### config.mk
export PLATFORM = sky130hd
export DESIGN_NAME = mont_spec_pe
export DESIGN_NICKNAME = d
export VERILOG_FILES = /design/src/rtl/mspe_pkg.sv /design/src/rtl/mspe_term_mux.sv /design/src/rtl/mspe_common_sum.sv /design/src/rtl/mont_spec_pe.sv
export SDC_FILE = /design/constraint.sdc
export NUM_CORES = 1
export LEC_CHECK = 0
export CAP_MARGIN = 20
export CORE_MARGIN = 3
export CORE_UTILIZATION = 45
export CTS_BUF_LIST = sky130_fd_sc_hd__clkbuf_8 sky130_fd_sc_hd__clkbuf_16
export CTS_CLUSTER_SIZE = 20
export DETAILED_ROUTE_END_ITERATION = 10
export PLACE_DENSITY = 0.8
export RECOVER_POWER = 100
export SLEW_MARGIN = 20
export SYNTH_ARGS = -nofsm -noshare
export SYNTH_HDL_FRONTEND = slang
export SYNTH_HIERARCHICAL = 1
export SYNTH_SLANG_ARGS = --single-unit
### constraint.sdc
create_clock -name clk -period 10.4 [get_ports clk]
set_input_delay 1.04 -clock clk [delete_from_list [all_inputs] [get_ports clk]]
set_output_delay 1.04 -clock clk [all_outputs]
set_load 0.02 [all_outputs]
### src/rtl/mspe_pkg.sv
package mspe_pkg;
   // A word sum of three W-bit terms plus a carry can reach 3*2^W - 1,
   // so the carry between words needs two bits.
   localparam int CARRY_W = 2;
   typedef enum logic {PICK_EVEN = 1'b0, PICK_ODD = 1'b1} pick_t;
endpackage

### src/rtl/mspe_term_mux.sv
module mspe_term_mux #(
   parameter int W = 16
) (
   input  logic         en,
   input  logic [W-1:0] word,
   output logic [W-1:0] gated
);
   always_comb gated = en ? word : '0;
endmodule

### src/rtl/mspe_common_sum.sv
module mspe_common_sum #(
   parameter int W = 16
) (
   input  logic [W-2:0]                 zhi,
   input  logic [W-1:0]                 ta,
   input  logic [W-1:0]                 tb,
   input  logic [mspe_pkg::CARRY_W-1:0] cin,
   output logic [W+1:0]                 sum
);
   // shared part of both candidates: shifted Z without its top bit
   always_comb
      sum = {3'b000, zhi} + {2'b00, ta} + {2'b00, tb} + {{W{1'b0}}, cin};
endmodule

### src/rtl/mont_spec_pe.sv
module mont_spec_pe #(
   parameter int W         = 16,
   parameter bit SPECULATE = 1'b1
) (
   input  logic         clk,
   input  logic         rst_n,
   input  logic         in_valid,
   input  logic         in_first,
   input  logic         in_last,
   input  logic         x_bit,
   input  logic [W-1:0] y_word,
   input  logic [W-1:0] mh_word,
   input  logic [W-1:0] z_word,
   output logic         out_valid,
   output logic         out_first,
   output logic         out_last,
   output logic [W-1:0] out_word
);
   import mspe_pkg::*;

   localparam int            SW  = W + CARRY_W;
   localparam logic [SW-1:0] TOP = SW'(1) << (W - 1);

   if (W < 2) begin : g_bad_width
      $error("mont_spec_pe: W must be at least 2");
   end

   logic   red_q, x_q, pend0_q, flush_q;
   logic   red_cur, x_cur, resolve;
   pick_t  pick;
   logic [W-1:0] ym, mm, res_word;

   assign red_cur = in_first ? z_word[0] : red_q;
   assign x_cur   = in_first ? x_bit     : x_q;
   assign resolve = in_valid & ~in_first;
   // the held top word of a pass always takes a shifted-in 0
   assign pick    = (flush_q || !z_word[0]) ? PICK_EVEN : PICK_ODD;

   mspe_term_mux #(.W(W)) u_ygate (.en(x_cur),   .word(y_word),  .gated(ym));
   mspe_term_mux #(.W(W)) u_mgate (.en(red_cur), .word(mh_word), .gated(mm));

   if (SPECULATE) begin : g_dual
      logic [W-1:0]       so_q, se_q;
      logic [CARRY_W-1:0] co_q, ce_q, cin;
      logic [SW-1:0]      common, odd_s;

      always_comb begin
         if (in_first)             cin = '0;
         else if (pick == PICK_ODD) cin = co_q;
         else                      cin = ce_q;
      end

      mspe_common_sum #(.W(W)) u_sum (
         .zhi(z_word[W-1:1]), .ta(ym), .tb(mm), .cin(cin), .sum(common));

      assign odd_s    = common + TOP;
      assign res_word = (pick == PICK_ODD) ? so_q : se_q;

      always_ff @(posedge clk or negedge rst_n) begin
         if (!rst_n) begin
            so_q <= '0;
            se_q <= '0;
            co_q <= '0;
            ce_q <= '0;
         end else if (in_valid) begin
            so_q <= odd_s[W-1:0];
            co_q <= odd_s[SW-1:W];
            se_q <= common[W-1:0];
            ce_q <= common[SW-1:W];
         end
      end
   end else begin : g_late
      logic [SW-1:0]      p_q, partial, full;
      logic [CARRY_W-1:0] c_q;

      mspe_common_sum #(.W(W)) u_sum (
         .zhi(z_word[W-1:1]), .ta(ym), .tb(mm), .cin('0), .sum(partial));

      assign full     = p_q + ((pick == PICK_ODD) ? TOP : '0) + {{W{1'b0}}, c_q};
      assign res_word = full[W-1:0];

      always_ff @(posedge clk or negedge rst_n) begin
         if (!rst_n) begin
            p_q <= '0;
            c_q <= '0;
         end else if (in_valid) begin
            p_q <= partial;
            c_q <= in_first ? '0 : full[SW-1:W];
         end
      end
   end

   always_ff @(posedge clk or negedge rst_n) begin
      if (!rst_n) begin
         red_q     <= 1'b0;
         x_q       <= 1'b0;
         pend0_q   <= 1'b0;
         flush_q   <= 1'b0;
         out_valid <= 1'b0;
         out_first <= 1'b0;
         out_last  <= 1'b0;
         out_word  <= '0;
      end else begin
         out_valid <= resolve | flush_q;
         out_first <= (resolve | flush_q) & pend0_q;
         out_last  <= flush_q;
         flush_q   <= in_valid & in_last;
         if (resolve | flush_q) out_word <= res_word;
         if (in_valid) pend0_q <= in_first;
         if (in_valid && in_first) begin
            red_q <= z_word[0];
            x_q   <= x_bit;
         end
      end
   end
endmodule

==> results of run 1 <==
-- area by class of cell --
cell class / count / area, sq um
clock buffers: 5 / 68.8
clock inverters: 3 / 38.8
fillers: 610 / 3100
inverters: 69 / 259
multi-input cells: 225 / 2090
flip-flops and latches: 44 / 1100
well taps: 99 / 124
repair buffers: 72 / 708
-- sequential cells by signal (all words and copies together), names as in the netlist --
name / flops
out_word: 16
pend0_q: 1
red_q: 1
out_valid: 1
out_first: 1
x_q: 1
g_dual.co_q: 2
g_dual.so_q: 16
g_dual.se_q: 1
out_last: 1
g_dual.ce_q: 2
flush_q: 1
-- kinds of logic (layout without fill, tap and decap cells) --
group / Yosys count / after routing
buf+inv: 77 / 149
fa+ha+maj: 51 / 51
mux: 43 / 43
flops: 44 / 44
simple gates: 71 / 71
compound gates: 48 / 48
xor+xnor: 12 / 12
-- worst max path at each step --
stage                                      end  slack [ns]  cells after the start
floorplan           g_dual.co_q[0]$_DFFE_PN0P_        5.70                     15
global placement    g_dual.co_q[0]$_DFFE_PN0P_        4.82                     16
detailed placement  g_dual.co_q[0]$_DFFE_PN0P_        4.73                     16
CTS                 g_dual.co_q[0]$_DFFE_PN0P_        5.03                     16
global route        g_dual.co_q[0]$_DFFE_PN0P_        4.58                     16
finish              g_dual.co_q[0]$_DFFE_PN0P_        4.86                     15
-- critical path, cell delays in order --
cell,delay (ns)
dlygate4sd3_1,0.63
mux2_1,0.50
and2_2,0.22
inv_1,0.05
fa_1,0.49
inv_1,0.04
ha_1,0.29
ha_1,0.46
nand4_1,0.20
a211oi_1,0.46
nor2_1,0.13
o311ai_0,0.46
xor2_1,0.22
ha_1,0.26
mux2_2,0.26
-- power groups by stage --
stage / Clock (mW) / Combinational [mW] / Sequential, mW
detailed placement: 0 / 0.460 / 0.287
global placement: 0 / 0.449 / 0.282
floorplan: 0 / 0.274 / 0.317
finish: 0.124 / 0.438 / 0.278
global route: 0.135 / 0.484 / 0.288
CTS: 0.128 / 0.464 / 0.283
-- layer usage --
metal	share of wire, %	track usage [%]	wire length (um)
met1	45	21.5	3050
met3	4.1	2.05	275
met5	0	0	0
met2	50	26.9	3360
met4	1.4	4.45	97
-- cell usage in the layout, fill, tap and decap left out, types with 2 or more instances in the layout --
cell type,netlist,routed
a211oi_1,3,4
a21o_1,2,2
a21oi_1,16,18
a31oi_1,2,2
and2_1,10,9
and2_2,24,24
clkbuf_1,1,2
clkbuf_8,0,5
clkdlybuf4s50_1,0,50
dfrtp_1,44,44
dlygate4sd3_1,0,20
fa_1,18,18
ha_1,33,33
inv_1,68,69
mux2_1,0,2
mux2_2,32,33
mux2_4,8,5
mux2i_1,3,3
nand2_1,7,7
nand3_1,5,5
nand4_1,1,2
nor2_1,12,12
nor2b_1,4,4
nor3_1,4,4
o21a_1,2,2
o21ai_0,9,10
o31ai_1,2,2
xnor2_1,6,6
xor2_1,6,6
==> impl_results.md, run 1 <==
- Status: complete, but fails checks
- Failing checks: capacitance limit, slew limit
- Simple-Gate Fraction of Synth Area: between 10% and 20%
- Nets@finish: 522
- Die area: between 0.009 and 0.01 sq mm
- TritonCTS clock tree: built
- Post-synth cell types: between 40 and 50
- Final worst path period need: roughly 5.5 ns
- Post-CTS Resized: 0
- Sw Pwr: around 0.31 mW
- Max Slew Vio Count: 64
- Proportion of synthesized area in mux cells: approximately 14%
- Cells after DPL: around 500
- Sequential share of power: between 30% and 40%
- R2r endpoint: g_dual.co_q[0]$_DFFE_PN0P_
- # H-tree levels: 2
- CP Data Arrival Time: about 5.7 ns
- First-pass GRT wire length: approximately 11 mm
- Hold EP: out_last$_DFF_PN0_
- Synth Warn #: 6
- Power Internal: between 0.5 and 0.6 mW
- DRT iter0 DRCs: 80
- DP Area: around 0.0043 sq mm
- Initial Utilization: 47.7%
- Top cell type by total area after synthesis: dfrtp_1
- Min-Delay Path Class: flip-flop to flip-flop
- Most common cell in the netlist: inv_1
- Sw Share: between 30% and 40%
- Synth Area in XOR/XNOR: under 10%
- TNS Setup: 0 ns
- CTS Hold Bufs: 0
- Finished Layout Cells: 517
- CTS Buffer Depth: 2
- Detailed placement HPWL: between 5 and 6 mm
- Final hold vios: 0
- Post-Syn Area: 0.00357 sq mm
- Design area: 0.00439 sq mm
- Main combinational cell family by area after synthesis: adder cells
- EDFF count, synth: 0
- Wirelength, routed: between 6 and 7 mm
- Total global-route track usage: between 15 and 20%
- Synth Register Bits: 44
- Area contributors post-synth: dfrtp_1, ha_1, fa_1
- Dpl ws: 4.73 ns
- Synth Flop Type: dfrtp_1
- Gr ovfl total: 0
- Vias/cell: roughly 5
- Die Wd: 95.1 um
- Compound-Gate Fraction of Synth Area: under 10%
- CTS clk-pin slew, worst paths: ~0.08 ns
- Worst hold slack: between 0.4 and 0.5 ns
- Crit start category: primary input
- Crit end category: flip-flop
- Setup violators final: 0
- Relative max-transition margin: -49.3%
- WL/cell: 13.1 um
- Rows: 31
- Die height: around 95 um
- Setup CP Type: primary input to flip-flop
- Vias: roughly 2600
- Logic gate share of total power: 52.1%
- Fraction of the mapped netlist area in adder cells: approximately 22%
- Peak VDD IR: around 0.065 mV
- Vias in the first global route: 2623
- Hold_sp: flush_q$_DFF_PN0_
- PortBufs: slightly above 70
- Worst r2r path cells: 14
- Root Driver: clkbuf_8
- Drt first pass iters: 4
- Max Fclk: between 150 and 200 MHz
- GPL Wtd Cong: approximately 0.85
- Initial antenna violation count: 0
- Final Cycle Share: 53.3%
- Synth-to-layout area growth: 23.0%
- Critical path origin: in_first
- Post-CTS setup buffer count: 0
- CTS buffer count: 5
- Syn Inst Count: 346
- Antenna diode count: 0
- Setup Skew: ~0.01 ns
- Worst r2r src: x_q$_DFFE_PN0P_
- P per Cell Area: ~190 mW/mm^2
- CP required: between 10 and 15 ns
- Post-layout worst setup margin: 4.86 ns
- Synth top area share: a little under a third
- Flop2flop setup slack: 5.97 ns
- DRT antenna net count: 0
- Async S/R FF share, synth: 100%
- # IOs: 73
- Seq/Total Area, Yosys: a little under a third
- Commonest cells post-synth: inv_1, dfrtp_1, ha_1, mux2_2, and2_2
- Total power: between 0.8 and 0.9 mW
- Crit path max fanout: 16
- Worst skew pair latency: about 0.29 ns
- Clock Power Share: between 10% and 20%
- Core box area: 0.00749 sq mm
- Syn Nets: approximately 450
- Largest net degree at the start of global routing: between 40 and 50
- Worst-margin pin slew: about 2.2 ns
- Fin util: about three fifths
- Leak pwr: roughly 2.1 nW
- Hold path depth: 0
- Fraction of layout cells with a size suffix above 1: ~17%
- Max-cap violation count: 2
- Unrepaired setup endpoints after global routing: false
- # DRC: 0
- Clock Sinks: between 40 and 50
- Syn Area/Cell: roughly 10 sq um
Note: power is estimated with default switching activity, not from simulation.
==> run 2, diff against run 1 <==
==> constraint.sdc (replaced) <==
create_clock -name clk -period 5.25 [get_ports clk]
set_input_delay 0.525 -clock clk [delete_from_list [all_inputs] [get_ports clk]]
set_output_delay 0.525 -clock clk [all_outputs]
set_load 0.02 [all_outputs]
==> run 2 against run 1 <==
The flow still finishes with violations (capacitance limit, slew limit). Utilization increased by 0.74 points. Die area stayed put. Clock skew is essentially flat. Largest cell class unchanged. Via count shrank 2.0%. Routed wire length fell by 2.5%. Cell area increased by 1.3%. Count of clock-buffer cells in the layout unchanged. Sequential share of layout area is 0.31 points lower. Total power increased by 110%. Clock power is 140% higher. Critical endpoint unchanged.
==> impl_results.md, run 2 (synthesized netlist as in run 1, its figures left out) <==
- Met2 WL: 3.25 mm (-3.3%)
- Multi-input gate area: 0.00211 sq mm (+0.90%)
- Crit path max fanout: 6 (-10)
- CP max-delay cell: dlygate4sd3_1
- Largest net degree at the start of global routing: 45 (unchanged)
- Layout fillers: 632 (+3.6%)
- Wirelength, routed: 6.62 mm (-2.5%)
- CTS clk-pin slew, worst paths: 0.08 ns (about the same)
- CP Data Arrival Time: 5.06 ns (-0.67 ns)
- Max incr delay on CP: 0.68 ns (+0.05 ns)
- # IOs: 73 (unchanged)
- Most common cell after layout, fill and taps aside: inv_1
- Peak VDD IR: 0.159 mV (+150%)
- Crit start category: primary input
- Routed wl met3: 252 um (-8.4%)
- CTS Hold Bufs: 0 (unchanged)
- Gr ovfl total: 0 (unchanged)
- Max Fclk: 205 MHz
- Largest regs: g_dual.so_q (16), out_word (16)
- GPL Wtd Cong: 0.852 (+0.48%)
- Total global-route track usage: 15.6% (-0.37 points)
- Nets@finish: 524 (+0.38%)
- Antenna diode count: 0 (unchanged)
- Crit end category: flip-flop
- Failing checks: capacitance limit, slew limit
- Max-cap violation count: 2 (unchanged)
- Final Cycle Share: a little over 90%
- P per Cell Area: 388 mW/mm^2 (+100%)
- Vias: 2545 (-2.0%)
- Min-Delay Path Class: flip-flop to flip-flop
- Commonest non-fill, non-tap cells in the layout: inv_1, clkdlybuf4s50_1, dfrtp_1, ha_1, mux2_2
- Vias in the first global route: 2616 (-0.27%)
- Setup CP Type: primary input to flip-flop
- DRT antenna net count: 0 (unchanged)
- Setup Skew: 0.00967 ns (-0.000312 ns)
- Vias/cell: 4.91 (-2.2%)
- Detailed placement HPWL: 5.46 mm (-5.3%)
- DRT iter0 DRCs: 91 (+14%)
- Synth-to-layout area growth: 24.5%
- Relative max-transition margin: -49.7% (-0.34 points)
- TritonCTS clock tree: built
- Root Driver: clkbuf_8
- M1 WL: 3.05 mm (+0.16%)
- Die area: 0.00904 sq mm (unchanged)
- Crit-path cells: dlygate4sd3_1 > mux2_1 > and2_2 > inv_1 > fa_1 > inv_1 > fa_1 > ha_1 > fa_1 > a211oi_1 > o21bai_1 > a21oi_1 > o41ai_1 > xor2_1 > ha_1 > mux2_2
- Top routing layer in use: met4
- Post-CTS setup buffer count: 0 (unchanged)
- Final hold vios: 0 (unchanged)
- Worst-margin pin slew: 2.25 ns (+0.00509 ns)
- CP required: 5.43 ns (-5.15 ns)
- Worst skew pair latency: 0.29 ns (about the same)
- # DRC: 0 (unchanged)
- CTS buffer count: 5 (unchanged)
- WL/cell: 12.8 um (-2.7%)
- Unrepaired setup endpoints after global routing: false
- Post-CTS Resized: 0 (unchanged)
- First-pass GRT wire length: 11.3 mm (-0.97%)
- Max Slew Vio Count: 64 (unchanged)
- PortBufs: 72 (unchanged)
- Clock Sinks: 44 (unchanged)
- Fraction of layout cells with a size suffix above 1: 18.1% (+0.91 points)
- Setup violators final: 0 (unchanged)
- CP dominant cell by count: fa_1
- Initial Utilization: 47.7% (unchanged)
- Leak pwr: 2.13 nW (+1.5%)
- Die Wd: 95.1 um (unchanged)
- CTS Buffer Depth: 2 (unchanged)
- Cells after DPL: 511 (+0.39%)
- Initial antenna violation count: 0 (unchanged)
- Status: complete, but fails checks
- Drt first pass iters: 4 (unchanged)
- FF/Latch Area: 0.00110 sq mm (unchanged)
- Rows: 31 (unchanged)
- TNS Setup: 0 ns (unchanged)
- Finished Layout Cells: 518 (+0.19%)
- Die height: 95.1 um (unchanged)
- Final worst path period need: slightly below 5 ns
- # H-tree levels: 2 (unchanged)
- Core box area: 0.00749 sq mm (unchanged)
## run 2: cell types whose count changed in the layout (fill, tap and decap cells not counted)
cell	before	now
mux2_1	2	1
inv_1	69	68
mux2_2	33	31
mux2_4	5	8
o311ai_2	0	1
clkinv_2	1	0
o311ai_0	1	0
buf_4	0	2
bufinv_16	1	2
## run 2: stage by stage
stage	utilization (%)	hold WS, ns	power [mW]	instance area [sq um]	worst slack [ns]
after floorplan	-	0.229	1.17	3570	1.07
after global placement	58.1	0.448	1.45	4350	0.349
after detailed placement	58.1	0.446	1.47	4350	0.224
after CTS	59.8	0.399	1.78	4480	0.486
after global routing	59.4	0.425	1.86	4440	0.114
final	59.4	0.412	1.72	4440	0.371
## run 2: final timing paths
path	to	start	depth (start not counted)	slack (ns)
max	g_dual.co_q[0]$_DFFE_PN0P_	in_first	16	0.37
min	out_last$_DFF_PN0_	flush_q$_DFF_PN0_	0	0.41
max reg2reg	g_dual.co_q[0]$_DFFE_PN0P_	x_q$_DFFE_PN0P_	15	0.97
min reg2reg	out_last$_DFF_PN0_	flush_q$_DFF_PN0_	0	0.41
max in group asynchronous	g_dual.so_q[11]$_DFFE_PN0P_	rst_n	1	3.07
min in group asynchronous	out_first$_DFF_PN0_	rst_n	1	0.90
## run 2: worst max-delay path: cells and delay by family
kind / cells / cell delay [ns]
AO/OA/AOI/OAI: 4 / 0.84
XOR/XNOR: 1 / 0.23
adder cells (fa/ha/maj): 5 / 1.78
buffers and inverters: 3 / 0.84
multiplexers: 2 / 0.66
AND/OR/NAND/NOR: 1 / 0.19
## run 2: layout make-up
cell class                 instances  share of cell area, %
inverter                          69                   5.83
tap                               99                   2.79
timing repair buffer              74                   16.3
clock buffer                       5                   1.55
clock inverter                     2                   1.35
multi-input combinational        225                   47.4
sequential                        44                   24.8
## run 2: power breakdown
part / leakage, nW / internal [mW] / total [mW] / switching (mW)
registers: 0.522 / 0.483 / 0.555 / 0.0714
clock network: 0.0642 / 0.187 / 0.297 / 0.109
logic: 1.55 / 0.445 / 0.873 / 0.428
## run 2: metal layers
metal  global-route usage (%)  vias up
met5                        0        -
met4                     4.45        0
met3                     1.66        5
met2                     27.8       63
met1                     19.9     1201
li1                         -     1276
